--- src/rtl/ata_bridge_pkg.sv ---
package ata_bridge_pkg;
  localparam int unsigned CIW  = 4;
  localparam int unsigned NOPS = 3;  // longest core-side sequence per bus write

  localparam logic [CIW-1:0] CI_SYSCTL  = 4'd0;
  localparam logic [CIW-1:0] CI_PTR_LO  = 4'd9;
  localparam logic [CIW-1:0] CI_PTR_HI  = 4'd10;
  localparam logic [CIW-1:0] CI_WCNT    = 4'd11;
  localparam logic [CIW-1:0] CI_STATCLR = 4'd12;
  localparam logic [CIW-1:0] CI_DIR     = 4'd13;
  localparam logic [CIW-1:0] CI_START   = 4'd14;
  localparam logic [CIW-1:0] CI_STAT    = 4'd15;
  localparam logic [2:0]     TF_DEVHEAD = 3'd6;

  typedef struct packed {
    logic           vld;
    logic           to_core;
    logic [CIW-1:0] idx;
    logic [15:0]    data;
  } op_t;

  typedef enum logic [2:0] {RK_NONE, RK_TF, RK_CORE, RK_DMA, RK_PTR, RK_XC1, RK_XC2} rkind_e;

  typedef struct packed {
    logic           err;
    rkind_e         rk;
    logic [CIW-1:0] ridx;
    logic [2:0]     lane;
    logic           full;
    logic           dh_wr;
    logic [7:0]     dh_byte;
    logic           sys_wr;
    logic           xc1_wr;
    logic           xc2_wr;
    logic           cmd_wr;
    logic           ptr_wr;
  } dec_t;

  function automatic op_t mk_op(logic to_core, logic [CIW-1:0] idx, logic [15:0] data);
    op_t o;
    o.vld = 1'b1;
    o.to_core = to_core;
    o.idx = idx;
    o.data = data;
    return o;
  endfunction
endpackage

--- src/rtl/ata_addr_decode.sv ---
module ata_addr_decode
  import ata_bridge_pkg::*;
#(
  parameter int unsigned AW        = 8,
  parameter int unsigned WIN       = 8,
  parameter logic [15:0] MODE_MASK = 16'h00FF
) (
  input  logic [AW-1:0]        addr_i,
  input  logic [7:0]           be_i,
  input  logic                 we_i,
  input  logic [63:0]          wdata_i,
  input  logic                 dev_i,
  input  logic [15:0]          sysctl_i,
  input  logic [15:0]          xc1_i,
  input  logic [15:0]          xc2_i,
  output op_t  [NOPS-1:0]      ops_o,
  output dec_t                 dec_o
);
  localparam logic [AW-1:0] WIN_LO = AW'(4);
  localparam logic [AW-1:0] WIN_HI = AW'(4 + WIN);

  logic [2:0] lane;
  logic [7:0] lbyte;
  logic       in_win;

  always_comb begin
    lane = 3'd0;
    for (int i = 7; i >= 0; i--) if (be_i[i]) lane = 3'(i);
  end

  assign lbyte  = wdata_i[{lane, 3'b000} +: 8];
  assign in_win = (addr_i >= WIN_LO) && (addr_i < WIN_HI);

  always_comb begin
    ops_o = '0;
    dec_o = '0;
    dec_o.lane = lane;
    dec_o.dh_byte = lbyte;
    if (addr_i == AW'(0)) begin
      if (be_i == 8'h00) dec_o.err = 1'b1;
      else if (lane == 3'd0) begin
        dec_o.rk   = RK_TF;
        dec_o.full = be_i[1];
        if (we_i) ops_o[0] = mk_op(1'b0, '0, be_i[1] ? wdata_i[15:0] : {8'h00, wdata_i[7:0]});
      end else begin
        dec_o.rk = RK_TF;
        if (we_i) begin
          ops_o[0] = mk_op(1'b0, CIW'(lane), {8'h00, lbyte});
          if (lane == TF_DEVHEAD) begin
            dec_o.dh_wr = 1'b1;
            ops_o[1] = mk_op(1'b1, CI_SYSCTL, sysctl_i & MODE_MASK);
            ops_o[2] = mk_op(1'b1, CI_WCNT, lbyte[4] ? xc2_i : xc1_i);
          end
        end
      end
    end else if (addr_i == AW'(1)) begin
      if (be_i == 8'hF0) begin
        dec_o.rk = RK_PTR;
        if (we_i) begin
          dec_o.ptr_wr = 1'b1;
          ops_o[0] = mk_op(1'b1, CI_PTR_LO, wdata_i[47:32]);
          ops_o[1] = mk_op(1'b1, CI_PTR_HI, wdata_i[63:48]);
        end
      end else if (be_i[7:4] == 4'h0 && be_i[3:0] != 4'h0) begin
        dec_o.rk   = RK_DMA;
        dec_o.ridx = CI_STAT;
        if (we_i) begin
          dec_o.cmd_wr = be_i[0];
          // status clear, then direction, then start
          if (be_i[2]) begin
            ops_o[0] = mk_op(1'b1, CI_STATCLR, {8'h00, wdata_i[23:16]});
            if (be_i[0]) begin
              ops_o[1] = mk_op(1'b1, CI_DIR, {15'h0, wdata_i[3]});
              ops_o[2] = mk_op(1'b1, CI_START, {15'h0, wdata_i[0]});
            end
          end else if (be_i[0]) begin
            ops_o[0] = mk_op(1'b1, CI_DIR, {15'h0, wdata_i[3]});
            ops_o[1] = mk_op(1'b1, CI_START, {15'h0, wdata_i[0]});
          end
        end
      end else dec_o.err = 1'b1;
    end else if (addr_i == AW'(2) || addr_i == AW'(3)) begin
      if (be_i == 8'h03) begin
        dec_o.rk = (addr_i == AW'(2)) ? RK_XC1 : RK_XC2;
        if (we_i) begin
          dec_o.xc1_wr = (addr_i == AW'(2));
          dec_o.xc2_wr = (addr_i == AW'(3));
          if ((addr_i == AW'(3)) == dev_i) ops_o[0] = mk_op(1'b1, CI_WCNT, wdata_i[15:0]);
        end
      end else dec_o.err = 1'b1;
    end else if (in_win) begin
      if (be_i == 8'h03) begin
        dec_o.rk   = RK_CORE;
        dec_o.ridx = CIW'(addr_i - WIN_LO);
        if (we_i) begin
          dec_o.sys_wr = (addr_i == WIN_LO);
          ops_o[0] = mk_op(1'b1, CIW'(addr_i - WIN_LO), wdata_i[15:0]);
        end
      end else dec_o.err = 1'b1;
    end else dec_o.err = 1'b1;
  end
endmodule

--- src/rtl/ata_op_seq.sv ---
module ata_op_seq
  import ata_bridge_pkg::*;
(
  input  logic           clk_i,
  input  logic           rst_ni,
  input  logic           load_i,
  input  op_t [NOPS-1:0] ops_i,
  input  logic           shift_i,
  output op_t            head_o,
  output logic           more_o
);
  op_t [NOPS-1:0] ops_q;

  always_ff @(posedge clk_i or negedge rst_ni) begin
    if (!rst_ni)      ops_q <= '0;
    else if (load_i)  ops_q <= ops_i;
    else if (shift_i) ops_q <= {op_t'('0), ops_q[NOPS-1:1]};
  end

  assign head_o = ops_q[0];
  assign more_o = ops_q[1].vld;
endmodule

--- src/rtl/ata_rd_mux.sv ---
module ata_rd_mux
  import ata_bridge_pkg::*;
(
  input  rkind_e      rk_i,
  input  logic [2:0]  lane_i,
  input  logic        full_i,
  input  logic [15:0] tf_rdata_i,
  input  logic [15:0] core_rdata_i,
  input  logic        dir_i,
  input  logic        start_i,
  input  logic [31:0] ptr_i,
  input  logic [15:0] xc1_i,
  input  logic [15:0] xc2_i,
  output logic [63:0] rdata_o
);
  always_comb begin
    case (rk_i)
      RK_TF:
        if (lane_i == 3'd0) rdata_o = {48'h0, full_i ? tf_rdata_i[15:8] : 8'h00, tf_rdata_i[7:0]};
        else                rdata_o = {56'h0, tf_rdata_i[7:0]} << {lane_i, 3'b000};
      RK_CORE: rdata_o = {48'h0, core_rdata_i};
      RK_DMA:  rdata_o = {40'h0, core_rdata_i[7:0], 8'h00, 4'h0, dir_i, 2'b00, start_i};
      RK_PTR:  rdata_o = {ptr_i, 32'h0};
      RK_XC1:  rdata_o = {48'h0, xc1_i};
      RK_XC2:  rdata_o = {48'h0, xc2_i};
      default: rdata_o = '0;
    endcase
  end
endmodule

--- src/rtl/ata_reg_bridge.sv ---
module ata_reg_bridge
  import ata_bridge_pkg::*;
#(
  parameter int unsigned AW        = 8,
  parameter int unsigned WIN       = 8,
  parameter logic [15:0] MODE_MASK = 16'h00FF
) (
  input  logic          clk_i,
  input  logic          rst_ni,
  input  logic          req_i,
  input  logic          we_i,
  input  logic [AW-1:0] addr_i,
  input  logic [7:0]    be_i,
  input  logic [63:0]   wdata_i,
  output logic          ack_o,
  output logic [63:0]   rdata_o,
  output logic          err_o,
  output logic          tf_we_o,
  output logic          tf_re_o,
  output logic [2:0]    tf_idx_o,
  output logic [15:0]   tf_wdata_o,
  input  logic [15:0]   tf_rdata_i,
  output logic          core_we_o,
  output logic          core_re_o,
  output logic [3:0]    core_idx_o,
  output logic [15:0]   core_wdata_o,
  input  logic [15:0]   core_rdata_i
);
  typedef enum logic [1:0] {S_IDLE, S_RD, S_OPS, S_ACK} st_e;

  st_e            st_q;
  op_t [NOPS-1:0] dec_ops;
  dec_t           dec;
  op_t            head;
  logic           more, accept, load;
  rkind_e         rk_q;
  logic [CIW-1:0] ridx_q;
  logic [2:0]     lane_q;
  logic           full_q, err_q, dev_q, dir_q, start_q;
  logic [15:0]    sysctl_q, xc1_q, xc2_q;
  logic [31:0]    ptr_q;
  logic [63:0]    rmux, rdata_q;

  ata_addr_decode #(.AW(AW), .WIN(WIN), .MODE_MASK(MODE_MASK)) i_dec (
    .addr_i(addr_i), .be_i(be_i), .we_i(we_i), .wdata_i(wdata_i),
    .dev_i(dev_q), .sysctl_i(sysctl_q), .xc1_i(xc1_q), .xc2_i(xc2_q),
    .ops_o(dec_ops), .dec_o(dec)
  );

  assign accept = (st_q == S_IDLE) && req_i;
  assign load   = accept && we_i && !dec.err;

  ata_op_seq i_seq (
    .clk_i(clk_i), .rst_ni(rst_ni), .load_i(load), .ops_i(dec_ops),
    .shift_i(st_q == S_OPS), .head_o(head), .more_o(more)
  );

  ata_rd_mux i_rmux (
    .rk_i(rk_q), .lane_i(lane_q), .full_i(full_q), .tf_rdata_i(tf_rdata_i),
    .core_rdata_i(core_rdata_i), .dir_i(dir_q), .start_i(start_q), .ptr_i(ptr_q),
    .xc1_i(xc1_q), .xc2_i(xc2_q), .rdata_o(rmux)
  );

  always_ff @(posedge clk_i or negedge rst_ni) begin
    if (!rst_ni) begin
      st_q    <= S_IDLE;
      rk_q    <= RK_NONE;
      ridx_q  <= '0;
      lane_q  <= '0;
      full_q  <= 1'b0;
      rdata_q <= '0;
    end else begin
      case (st_q)
        S_IDLE: if (req_i) begin
          rdata_q <= '0;
          rk_q    <= dec.rk;
          ridx_q  <= dec.ridx;
          lane_q  <= dec.lane;
          full_q  <= dec.full;
          if (dec.err)    st_q <= S_ACK;
          else if (!we_i) st_q <= S_RD;
          else            st_q <= dec_ops[0].vld ? S_OPS : S_ACK;
        end
        S_RD: begin
          rdata_q <= rmux;
          st_q    <= S_ACK;
        end
        S_OPS:   if (!more) st_q <= S_ACK;
        default: st_q <= S_IDLE;
      endcase
    end
  end

  // local copies, updated when the write is accepted
  always_ff @(posedge clk_i or negedge rst_ni) begin
    if (!rst_ni) begin
      err_q    <= 1'b0;
      dev_q    <= 1'b0;
      sysctl_q <= '0;
      xc1_q    <= '0;
      xc2_q    <= '0;
      dir_q    <= 1'b0;
      start_q  <= 1'b0;
      ptr_q    <= '0;
    end else begin
      if (accept && dec.err) err_q <= 1'b1;
      if (load) begin
        if (dec.dh_wr) begin
          dev_q    <= dec.dh_byte[4];
          sysctl_q <= sysctl_q & MODE_MASK;
        end
        if (dec.sys_wr) sysctl_q <= wdata_i[15:0];
        if (dec.xc1_wr) xc1_q <= wdata_i[15:0];
        if (dec.xc2_wr) xc2_q <= wdata_i[15:0];
        if (dec.cmd_wr) begin
          dir_q   <= wdata_i[3];
          start_q <= wdata_i[0];
        end
        if (dec.ptr_wr) ptr_q <= wdata_i[63:32];
      end
    end
  end

  assign ack_o        = (st_q == S_ACK);
  assign rdata_o      = rdata_q;
  assign err_o        = err_q;
  assign tf_we_o      = (st_q == S_OPS) && head.vld && !head.to_core;
  assign core_we_o    = (st_q == S_OPS) && head.vld && head.to_core;
  assign tf_re_o      = (st_q == S_RD) && (rk_q == RK_TF);
  assign core_re_o    = (st_q == S_RD) && (rk_q == RK_CORE || rk_q == RK_DMA);
  assign tf_idx_o     = (st_q == S_OPS) ? head.idx[2:0] : lane_q;
  assign core_idx_o   = (st_q == S_OPS) ? head.idx : ridx_q;
  assign tf_wdata_o   = head.data;
  assign core_wdata_o = head.data;
endmodule

--- config.mk ---
export PLATFORM = sky130hd
export DESIGN_NAME = ata_reg_bridge
export DESIGN_NICKNAME = d
export VERILOG_FILES = /design/src/rtl/ata_bridge_pkg.sv /design/src/rtl/ata_addr_decode.sv /design/src/rtl/ata_op_seq.sv /design/src/rtl/ata_rd_mux.sv /design/src/rtl/ata_reg_bridge.sv
export SDC_FILE = /design/constraint.sdc
export NUM_CORES = 1
export LEC_CHECK = 0
export BUFFER_PORTS_ARGS = -buffer_cell sky130_fd_sc_hd__buf_2
export CELL_PAD_IN_SITES_DETAIL_PLACEMENT = 0
export CELL_PAD_IN_SITES_GLOBAL_PLACEMENT = 2
export CORE_AREA = 2 2 193 195
export CTS_BUF_LIST = sky130_fd_sc_hd__clkbuf_2 sky130_fd_sc_hd__clkbuf_4 sky130_fd_sc_hd__clkbuf_8
export CTS_CLUSTER_SIZE = 16
export DETAILED_ROUTE_END_ITERATION = 12
export DIE_AREA = 0 0 195 197
export HOLD_SLACK_MARGIN = 0.03
export PLACE_DENSITY_LB_ADDON = 0.3
export SLEW_MARGIN = 20
export SYNTH_ARGS = -nofsm -noshare
export SYNTH_HDL_FRONTEND = slang
export SYNTH_SLANG_ARGS = --single-unit
--- constraint.sdc ---
create_clock -name clk_i -period 2.2 [get_ports clk_i]
set_input_delay 0.11 -clock clk_i [delete_from_list [all_inputs] [get_ports clk_i]]
set_output_delay 0.11 -clock clk_i [all_outputs]
set_load 0.005 [all_outputs]
==> flow_metrics.tcl, run 1 <==
set metrics [dict create \
    dp.cells 1838 \
    path_buf_inv 3 \
    crit_family "compound AO/OA/AOI/OAI gates" \
    dieArea_um2 38400 \
    ys_types 66 \
    cts-root-to-sink-buffers 3 \
    fmaxAchievable_ghz 0.467 \
    grt_usage 0.243 \
    period_share 0.974 \
    root_buffer "clkbuf_8" \
    final_cell_mix "buf_2 (223), dfrtp_1 (215), nand2_1 (132)" \
    startpoint_type "register" \
    cpMaxStageDelayCell "dfrtp_1" \
    slew_violations 0 \
    synth_top_cell_by_area "dfrtp_1" \
    antenna_found_initial 0 \
    design_area_um2 16000 \
    cts_tree "built" \
    firstDrtPassIters 7 \
    rsz0062_at_grt "yes" \
    synth.area.top_cells "dfrtp_1 (47%), mux2_2 (8.5%), o21ai_0 (4.4%)" \
    crit_arrival_ns 2.58 \
    ys.flop_type "dfrtp_1" \
    status "completed" \
    nets 1638 \
    yosys_warnings 0 \
    synth_compound_area_frac 0.206 \
    end_kind "register" \
    p_per_area_nw_per_um2 711 \
    antenna_cells 0 \
    layout-drive-gt1-share 0.365 \
    wl_per_cell_um 23.5 \
    grt_max_degree 65 \
    area_delta_synth_final_pct 39.4 \
    path_clk_slew_ns 0.06 \
    crit_type "register to register" \
    htreeDepth 2 \
    viasPerCell 5.35 \
    hold_path_class "input pin to register" \
    worst_pin_slew_ns 0.974 \
    ys_ff_latch 215 \
    cp.required_ns 2.64 \
    initial_core_util 0.316 \
    synth-adder-area-share 0.00875 \
    p_leak_nw 7.79 \
    synth_area_per_cell_um2 10.1 \
    synth_simple_gate_area_frac 0.136 \
    min_period_ns 2.14 \
    io_pins 225 \
    synth_fp_nets 1255 \
    syn_area_um2 11400 \
    cap_violations 0 \
    totalWireLength_mm 47.3 \
    cp_max_fo 8 \
    hold_viol 0 \
    synthMuxAreaShare 0.120 \
    vias 10800 \
    synth-edff-count 0 \
    slew_headroom 0.346 \
    fp-row-count 70 \
    core_um2 36300 \
    die_h_um 197 \
    dr.first_iter.drc_count 886 \
    routabilityCongestion 0.891 \
    ant_nets 0 \
    synthXorXnorAreaFrac 0.000765 \
    place_area_um2 13800 \
    path_cells "inv_2 > ha_4 > nand3_4 > a2bb2oi_2 > a21o_4 > nor3_4 > buf_6 > clkbuf_16 > mux2_2" \
    whs_ns 0.0538 \
    ir_worst_vdd_mv 0.426 \
    fin_cells 2014 \
    layout_commonest_cell "buf_2" \
    worstSkewPairLatency_ns 0.58 \
    syn_inst 1131 \
    synth_top_cell_area_share 0.470 \
    skew_ns 0.0365 \
    grt_pass1_wl_mm 69.7 \
    fp.dieW_um 195 \
    dp_hpwl_mm 34.7 \
    grt_pass1_vias 11000 \
    drc 0 \
    async_reset_ff_frac 1.00 \
    clock_sinks 215 \
    numPortBuffers 224 \
    synth_top_family_by_area "compound AO/OA/AOI/OAI gates" \
    synth_seq_area_share 0.470 \
    setup_violations 0 \
    gr-total-overflow 0 \
    cts_buffers 41 \
    slowest_delay_ns 0.38 \
]
-- state kept, by name, indices dropped and copies added (netlist names) --
name          count
lane_q            3
sysctl_q          8
i_seq.ops_q      40
ridx_q            4
st_q              2
full_q            1
rk_q              3
rdata_o          64
i_seq.head_o     22
err_o             1
ptr_q            32
xc1_q            16
xc2_q            16
dev_q             1
dir_q             1
start_q           1
-- cell type report --
cell class / instances / area (µm²)
fillers: 3610 / 20300
repair buffers: 460 / 3400
well taps: 468 / 586
clock buffers: 67 / 847
multi-input cells: 778 / 5560
clock inverters: 8 / 125
flip-flops and latches: 215 / 5380
inverters: 18 / 67.6
-- tightest hold or removal path, cell delays in order --
cell and delay (ns):
buf_2 0.12, a222oi_1 0.11, nor2_1 0.11, a311o_1 0.12
-- worst paths after layout --
kind                              from               end  slack, ns  depth (start not counted)
max                            st_q[0]          ptr_q[2]       0.06                          9
min                        wdata_i[20]   i_seq.head_o[4]       0.05                          4
max reg2reg                    st_q[0]          ptr_q[2]       0.06                          9
min reg2reg                rdata_o[13]       rdata_o[13]       0.47                          2
max in group asynchronous       rst_ni        rdata_o[9]       1.32                          3
min in group asynchronous       rst_ni  i_seq.head_o[13]       0.09                          2
-- cells in the mapped netlist (11+ instances only) --
library cell and count:
dfrtp_1 215, nand2_1 132, o21ai_0 100, mux2_2 86, clkbuf_1 71, and3_1 43, nor2_1 38, mux2i_1 35
a22oi_1 33, buf_4 33, nor2b_1 32, a21oi_1 31, a211o_1 22, a32oi_1 19, a211oi_1 18, inv_1 18
a221o_1 17, a221oi_1 17, a222oi_1 12, nand3_1 12, a22o_1 11, buf_2 11
-- power breakdown --
part | internal [W] | switching (W) | total [W]
registers | 0.00403 | 0.0000912 | 0.00412
logic | 0.000973 | 0.00160 | 0.00257
clock network | 0.00280 | 0.00185 | 0.00465
total | 0.00780 | 0.00354 | 0.0113
-- logic make-up (layout without fill, tap and decap cells) --
kind of cell,after synthesis,count (layout)
AOI/OAI and AO/OA,331,331
xor gates and xnor gates,1,1
adders and majority gates,8,8
buffers and inverters,138,553
DFF,215,215
muxes,126,126
and+or+nand+nor,312,312
-- stage by stage --
step	TNS, ns	setup slack, ns	util	power, W
6_report	0	0.0581	0.440	0.0113
2_1_floorplan	-13.99	-0.299	-	0.00534
3_5_place_dp	-36.88	-0.415	0.382	0.00644
3_3_place_gp	-33.53	-0.375	0.382	0.00643
5_1_grt	-0.0602	-0.0117	0.440	0.0118
4_1_cts	0	0.0139	0.437	0.0114
-- metal layers --
| metal | track usage | routed length (µm) | vias up |
|---|---|---|---|
| met3 | 0.0323 | 2530 | 81 |
| met2 | 0.414 | 23100 | 384 |
| met5 | 0 | 0 | - |
| met1 | 0.318 | 20200 | 5348 |
| met4 | 0.0823 | 1480 | 0 |
| li1 | - | - | 4968 |
-- timing repair --
action	in CTS	in global routing
endpoints found under the setup margin	125	60
setup buffers	3	3
resized for setup	10	6
endpoints found under the hold margin	336	0
cloned	2	3
hold buffers	90	0
pin swaps	3	3
Power figures use the tool's default switching activity.
==> run 2, diff against run 1 <==
--- a/config.mk
+++ b/config.mk
@@ -6,13 +6,13 @@
 export NUM_CORES = 1
 export LEC_CHECK = 0
 export BUFFER_PORTS_ARGS = -buffer_cell sky130_fd_sc_hd__buf_2
-export CELL_PAD_IN_SITES_DETAIL_PLACEMENT = 0
-export CELL_PAD_IN_SITES_GLOBAL_PLACEMENT = 2
-export CORE_AREA = 2 2 193 195
+export CELL_PAD_IN_SITES_DETAIL_PLACEMENT = 1
+export CELL_PAD_IN_SITES_GLOBAL_PLACEMENT = 1
+export CORE_AREA = 2 2 173 175
 export CTS_BUF_LIST = sky130_fd_sc_hd__clkbuf_2 sky130_fd_sc_hd__clkbuf_4 sky130_fd_sc_hd__clkbuf_8
 export CTS_CLUSTER_SIZE = 16
 export DETAILED_ROUTE_END_ITERATION = 12
-export DIE_AREA = 0 0 195 197
+export DIE_AREA = 0 0 175 177
 export HOLD_SLACK_MARGIN = 0.03
 export PLACE_DENSITY_LB_ADDON = 0.3
 export SLEW_MARGIN = 20
==> constraint.sdc (replaced) <==
create_clock -name clk_i -period 2.2 [get_ports clk_i]
set_input_delay 0.11 -clock clk_i [delete_from_list [all_inputs] [get_ports clk_i]]
set_output_delay 0.11 -clock clk_i [all_outputs]
set_load 0.02 [all_outputs]
==> flow_metrics.tcl, run 2 (synthesis results as in run 1) <==
set metrics [dict create \
    antenna_found_initial 0 \
    whs_path_depth 4 \
    wl_met1_mm 18.6 \
    ff2ff_path_depth 10 \
    core_um2 29200 \
    min_period_ns 2.24 \
    cp.required_ns 2.62 \
    fin_cells 1912 \
    crit_type "register to register" \
    violations "setup timing" \
    slew_headroom 0.348 \
    fmaxAchievable_ghz 0.446 \
    final.fill_count 3298 \
    grt_max_degree 65 \
    ant_nets 0 \
    numPortBuffers 224 \
    wl_per_cell_um 25.1 \
    layout-drive-gt1-share 0.363 \
    p_per_area_nw_per_um2 699 \
    fin_total_pwr_w 0.0110 \
    die_h_um 177 \
    status "complete, but fails checks" \
    finalWorstSetupSlack_ns -0.0412 \
    setup_violations 20 \
    fp-row-count 63 \
    crit_arrival_ns 2.66 \
    skew_ns 0.0266 \
    grt_pass1_vias 11900 \
    wl_met2_mm 24.2 \
    root_buffer "clkbuf_8" \
    htreeDepth 2 \
    initial_core_util 0.391 \
    dp_hpwl_mm 33.7 \
    fp.dieW_um 175 \
    top_layer_used "met4" \
    path_cells "inv_2 > ha_4 > nand3_4 > buf_6 > a2bb2oi_2 > a21o_4 > buf_4 > nor3b_4 > buf_12 > mux2_2" \
    startpoint_type "register" \
    rsz0062_at_grt "yes" \
    worst_pin_slew_ns 0.970 \
    cap_violations 0 \
    gr-total-overflow 0 \
    dr.first_iter.drc_count 1008 \
    cts_tree "built" \
    tns_ns -0.551 \
    slew_violations 0 \
    slowest_delay_ns 0.40 \
    final_cell_mix "buf_2 (223), dfrtp_1 (215), nand2_1 (132)" \
    area_delta_synth_final_pct 36.8 \
    cts-root-to-sink-buffers 3 \
    cpMaxStageDelayCell "dfrtp_1" \
    wl_met3_mm 3.01 \
    cp_max_fo 8 \
    io_pins 225 \
    path_clk_slew_ns 0.05 \
    antenna_cells 0 \
    layout_commonest_cell "buf_2" \
    ir_worst_vdd_mv 1.23 \
    vias 11300 \
    firstDrtPassIters 8 \
    cts_buffers 39 \
    hold_path_class "input pin to register" \
    drc 0 \
    viasPerCell 5.89 \
    clock_sinks 215 \
    grt_usage 0.306 \
    period_share 1.02 \
    whs_ns 0.0760 \
    largest_reg_flops 64 \
    end_kind "register" \
    grt_pass1_wl_mm 72.0 \
    hold_viol 0 \
    totalWireLength_mm 48.0 \
    fin_util 0.535 \
    dieArea_um2 31000 \
    p_leak_nw 7.66 \
    routabilityCongestion 0.933 \
    worstSkewPairLatency_ns 0.56 \
    dp.cells 1749 \
    nets 1622 \
]
run 2: cell types whose count changed in the layout (fill, tap and decap cells not counted), sizes merged:
cell,delta
clkbuf,-11
buf,-7
inv,+1
bufinv,-1
clkinv,-1
bufbuf,+1
dlygate4sd3,-6
run 2: layout make-up:
type	instances	area, µm²	area share
clock inverter	7	109	0.00695
clock buffer	58	704	0.0450
timing repair buffer	446	3280	0.209
tap	390	488	0.0312
sequential	215	5380	0.344
multi-input combinational	778	5630	0.360
inverter	18	67.6	0.00431
run 2: path summary, 6_finish.rpt:
check                                  from               to  slack [ns]
setup reg to reg                    st_q[1]      sysctl_q[1]       -0.04
hold reg to reg                 rdata_o[63]      rdata_o[63]        0.47
setup / recovery                    st_q[1]      sysctl_q[1]       -0.04
min in group asynchronous            rst_ni  i_seq.ops_q[33]        0.10
max in group asynchronous            rst_ni           full_q        1.26
hold / removal             core_rdata_i[14]      rdata_o[14]        0.08
run 2: metrics by stage:
stage,area [µm²],setup slack (ns)
2_1_floorplan,11600,-0.299
3_5_place_dp,13600,-0.574
6_report,15700,-0.0412
4_1_cts,15600,-0.0294
5_1_grt,15700,-0.0847
3_3_place_gp,13600,-0.466
run 2: worst max-delay path, delay by kind of cell, from the launching register on:
family	cells	cell delay, ns
flops	1	0.40
mux	1	0.33
fa+ha+maj	1	0.14
buf+inv	4	0.55
compound gates	2	0.37
simple gates	2	0.33
run 2: timing repair:
action / CTS / global route
hold buffers: 84 / 0
cloned: 5 / 0
setup endpoints to repair: 129 / 72
setup buffers: 9 / 2
pin swaps: 4 / 2
hold endpoints to repair: 329 / 0
gates resized for setup: 22 / 22
run 2: per-layer routing:
metal,vias up,global-route usage
met3,118,0.0473
met1,5729,0.374
met4,0,0.142
li1,4919,-
met2,503,0.533
met5,-,0
run 2: report_power, final:
part	switching, W	internal (W)
Combinational	0.00169	0.00107
Sequential	0.0000984	0.00403
Clock	0.00176	0.00230
==> run 3, diff against run 2 <==
--- a/config.mk
+++ b/config.mk
@@ -6,13 +6,13 @@
 export NUM_CORES = 1
 export LEC_CHECK = 0
 export BUFFER_PORTS_ARGS = -buffer_cell sky130_fd_sc_hd__buf_2
-export CELL_PAD_IN_SITES_DETAIL_PLACEMENT = 1
+export CELL_PAD_IN_SITES_DETAIL_PLACEMENT = 0
 export CELL_PAD_IN_SITES_GLOBAL_PLACEMENT = 1
-export CORE_AREA = 2 2 173 175
+export CORE_AREA = 2 2 131 229
 export CTS_BUF_LIST = sky130_fd_sc_hd__clkbuf_2 sky130_fd_sc_hd__clkbuf_4 sky130_fd_sc_hd__clkbuf_8
 export CTS_CLUSTER_SIZE = 16
 export DETAILED_ROUTE_END_ITERATION = 12
-export DIE_AREA = 0 0 175 177
+export DIE_AREA = 0 0 133 231
 export HOLD_SLACK_MARGIN = 0.03
 export PLACE_DENSITY_LB_ADDON = 0.3
 export SLEW_MARGIN = 20
==> flow_metrics.tcl, run 3 (synthesis results as in run 1) <==
set metrics [dict create \
    slew_violations 0 \
    wl_per_cell_um 24.3 \
    place_area_um2 13900 \
    clock_sinks 215 \
    fmaxAchievable_ghz 0.460 \
    hold_viol 0 \
    ant_nets 0 \
    worstSkewPairLatency_ns 0.61 \
    antenna_found_initial 0 \
    routabilityCongestion 0.986 \
    layout_commonest_cell "buf_2" \
    grt_pass1_vias 11200 \
    dieArea_um2 30700 \
    cts_buffers 31 \
    tns_ns 0 \
    numPortBuffers 224 \
    path_clk_slew_ns 0.06 \
    design_area_um2 15800 \
    die_h_um 231 \
    fin_util 0.546 \
    ir_worst_vdd_mv 0.569 \
    cts-root-to-sink-buffers 3 \
    end_kind "register" \
    largest_reg_flops 64 \
    area_delta_synth_final_pct 38.1 \
    p_per_area_nw_per_um2 678 \
    dp_hpwl_mm 35.6 \
    p_leak_nw 7.76 \
    root_buffer "clkbuf_8" \
    vias 11100 \
    hold_path_class "input pin to register" \
    cts_tree "built" \
    viasPerCell 5.74 \
    period_share 0.989 \
    fp-row-count 83 \
    skew_ns 0.0332 \
    worst_pin_slew_ns 0.786 \
    crit_type "register to register" \
    final.fill_count 2635 \
    multi_input_area_um2 5630 \
    io_pins 225 \
    drc 0 \
    slew_headroom 0.476 \
    initial_core_util 0.395 \
    final_cell_mix "buf_2 (223), dfrtp_1 (215), buf_4 (147)" \
    cp_max_fo 8 \
    core_um2 29000 \
    min_period_ns 2.18 \
    rsz0062_at_grt "yes" \
    status "completed" \
    fp.dieW_um 133 \
    gr-total-overflow 0 \
    grt_max_degree 72 \
    cp.required_ns 2.67 \
    htreeDepth 1 \
    setup_violations 0 \
    dr.first_iter.drc_count 806 \
    nets 1646 \
    cap_violations 0 \
    layout-drive-gt1-share 0.365 \
    totalWireLength_mm 46.9 \
    crit_arrival_ns 2.64 \
    firstDrtPassIters 7 \
    grt_usage 0.298 \
    grt_pass1_wl_mm 68.6 \
    register_area_um2 5380 \
    startpoint_type "register" \
]
-- run 3: cell types whose count changed in the layout (fill, tap and decap cells not counted), sizes merged --
cell         delta
clkbuf          -8
clkinv          +1
dlygate4sd3     +6
clkinvlp        +1
bufbuf          -2
bufinv          +2
inv             -3
buf            +27
diode           +1
-- run 3: cell type report --
class | instances | area share
multi-input cells | 778 | 0.356
flip-flops and latches | 215 | 0.340
repair buffers | 478 | 0.221
clock buffers | 49 | 0.0391
well taps | 382 | 0.0302
clock inverters | 8 | 0.00902
inverters | 18 | 0.00427
diodes | 1 | 0.000158
-- run 3: path summary, 6_finish.rpt --
path                             startpoint                to  slack (ns)  depth (start not counted)
worst max-delay path                st_q[1]         ptr_q[24]        0.02                          9
worst min-delay path                   we_i  i_seq.head_o[16]        0.06                          3
worst max register to register      st_q[1]         ptr_q[24]        0.02                          9
worst min register to register  rdata_o[62]       rdata_o[62]        0.47                          2
max in group asynchronous            rst_ni       rdata_o[56]        1.38                          3
min in group asynchronous            rst_ni  i_seq.head_o[19]        0.07                          2
-- run 3: worst max-delay path, stage by stage, from the launching register on --
cell and delay [ns]:
dfrtp_1 0.39, inv_2 0.09, ha_4 0.16, nand3_4 0.15, a2bb2oi_4 0.22, a21o_4 0.22
nor3_4 0.20, buf_12 0.16, clkbuf_16 0.17, mux2_4 0.30
-- run 3: metrics by stage --
stage / worst slack (ns) / cells / hold WS (ns) / total power, W
after CTS: -0.0209 / 1926 / 0.0355 / 0.0107
after global routing: -0.0299 / 1928 / 0.0723 / 0.0111
after floorplan: -0.299 / 1131 / -0.186 / 0.00541
final: 0.0240 / 1929 / 0.0550 / 0.0107
after detailed placement: -0.410 / 1775 / 0.125 / 0.00666
after global placement: -0.382 / 1775 / 0.124 / 0.00664
-- run 3: report_power, final --
part           switching (W)  internal (W)  leakage (nW)
combinational        0.00174       0.00101          4.37
sequential         0.0000737       0.00403          2.99
clock                0.00161       0.00225         0.397
-- run 3: layer usage --
layer	global-route usage	vias to the layer above	part of all wire
met2	0.551	488	0.53
met4	0.174	0	0.063
met5	0	-	0
met3	0.0362	127	0.050
met1	0.324	5497	0.36
li1	-	4967	-
-- run 3: repair_timing --
item,CTS,global route
buffers inserted,3,0
setup endpoints to repair,122,90
resized for setup,9,22
cloned,1,2
hold endpoints to repair,367,0
hold buffers,90,0
pin swaps,3,1
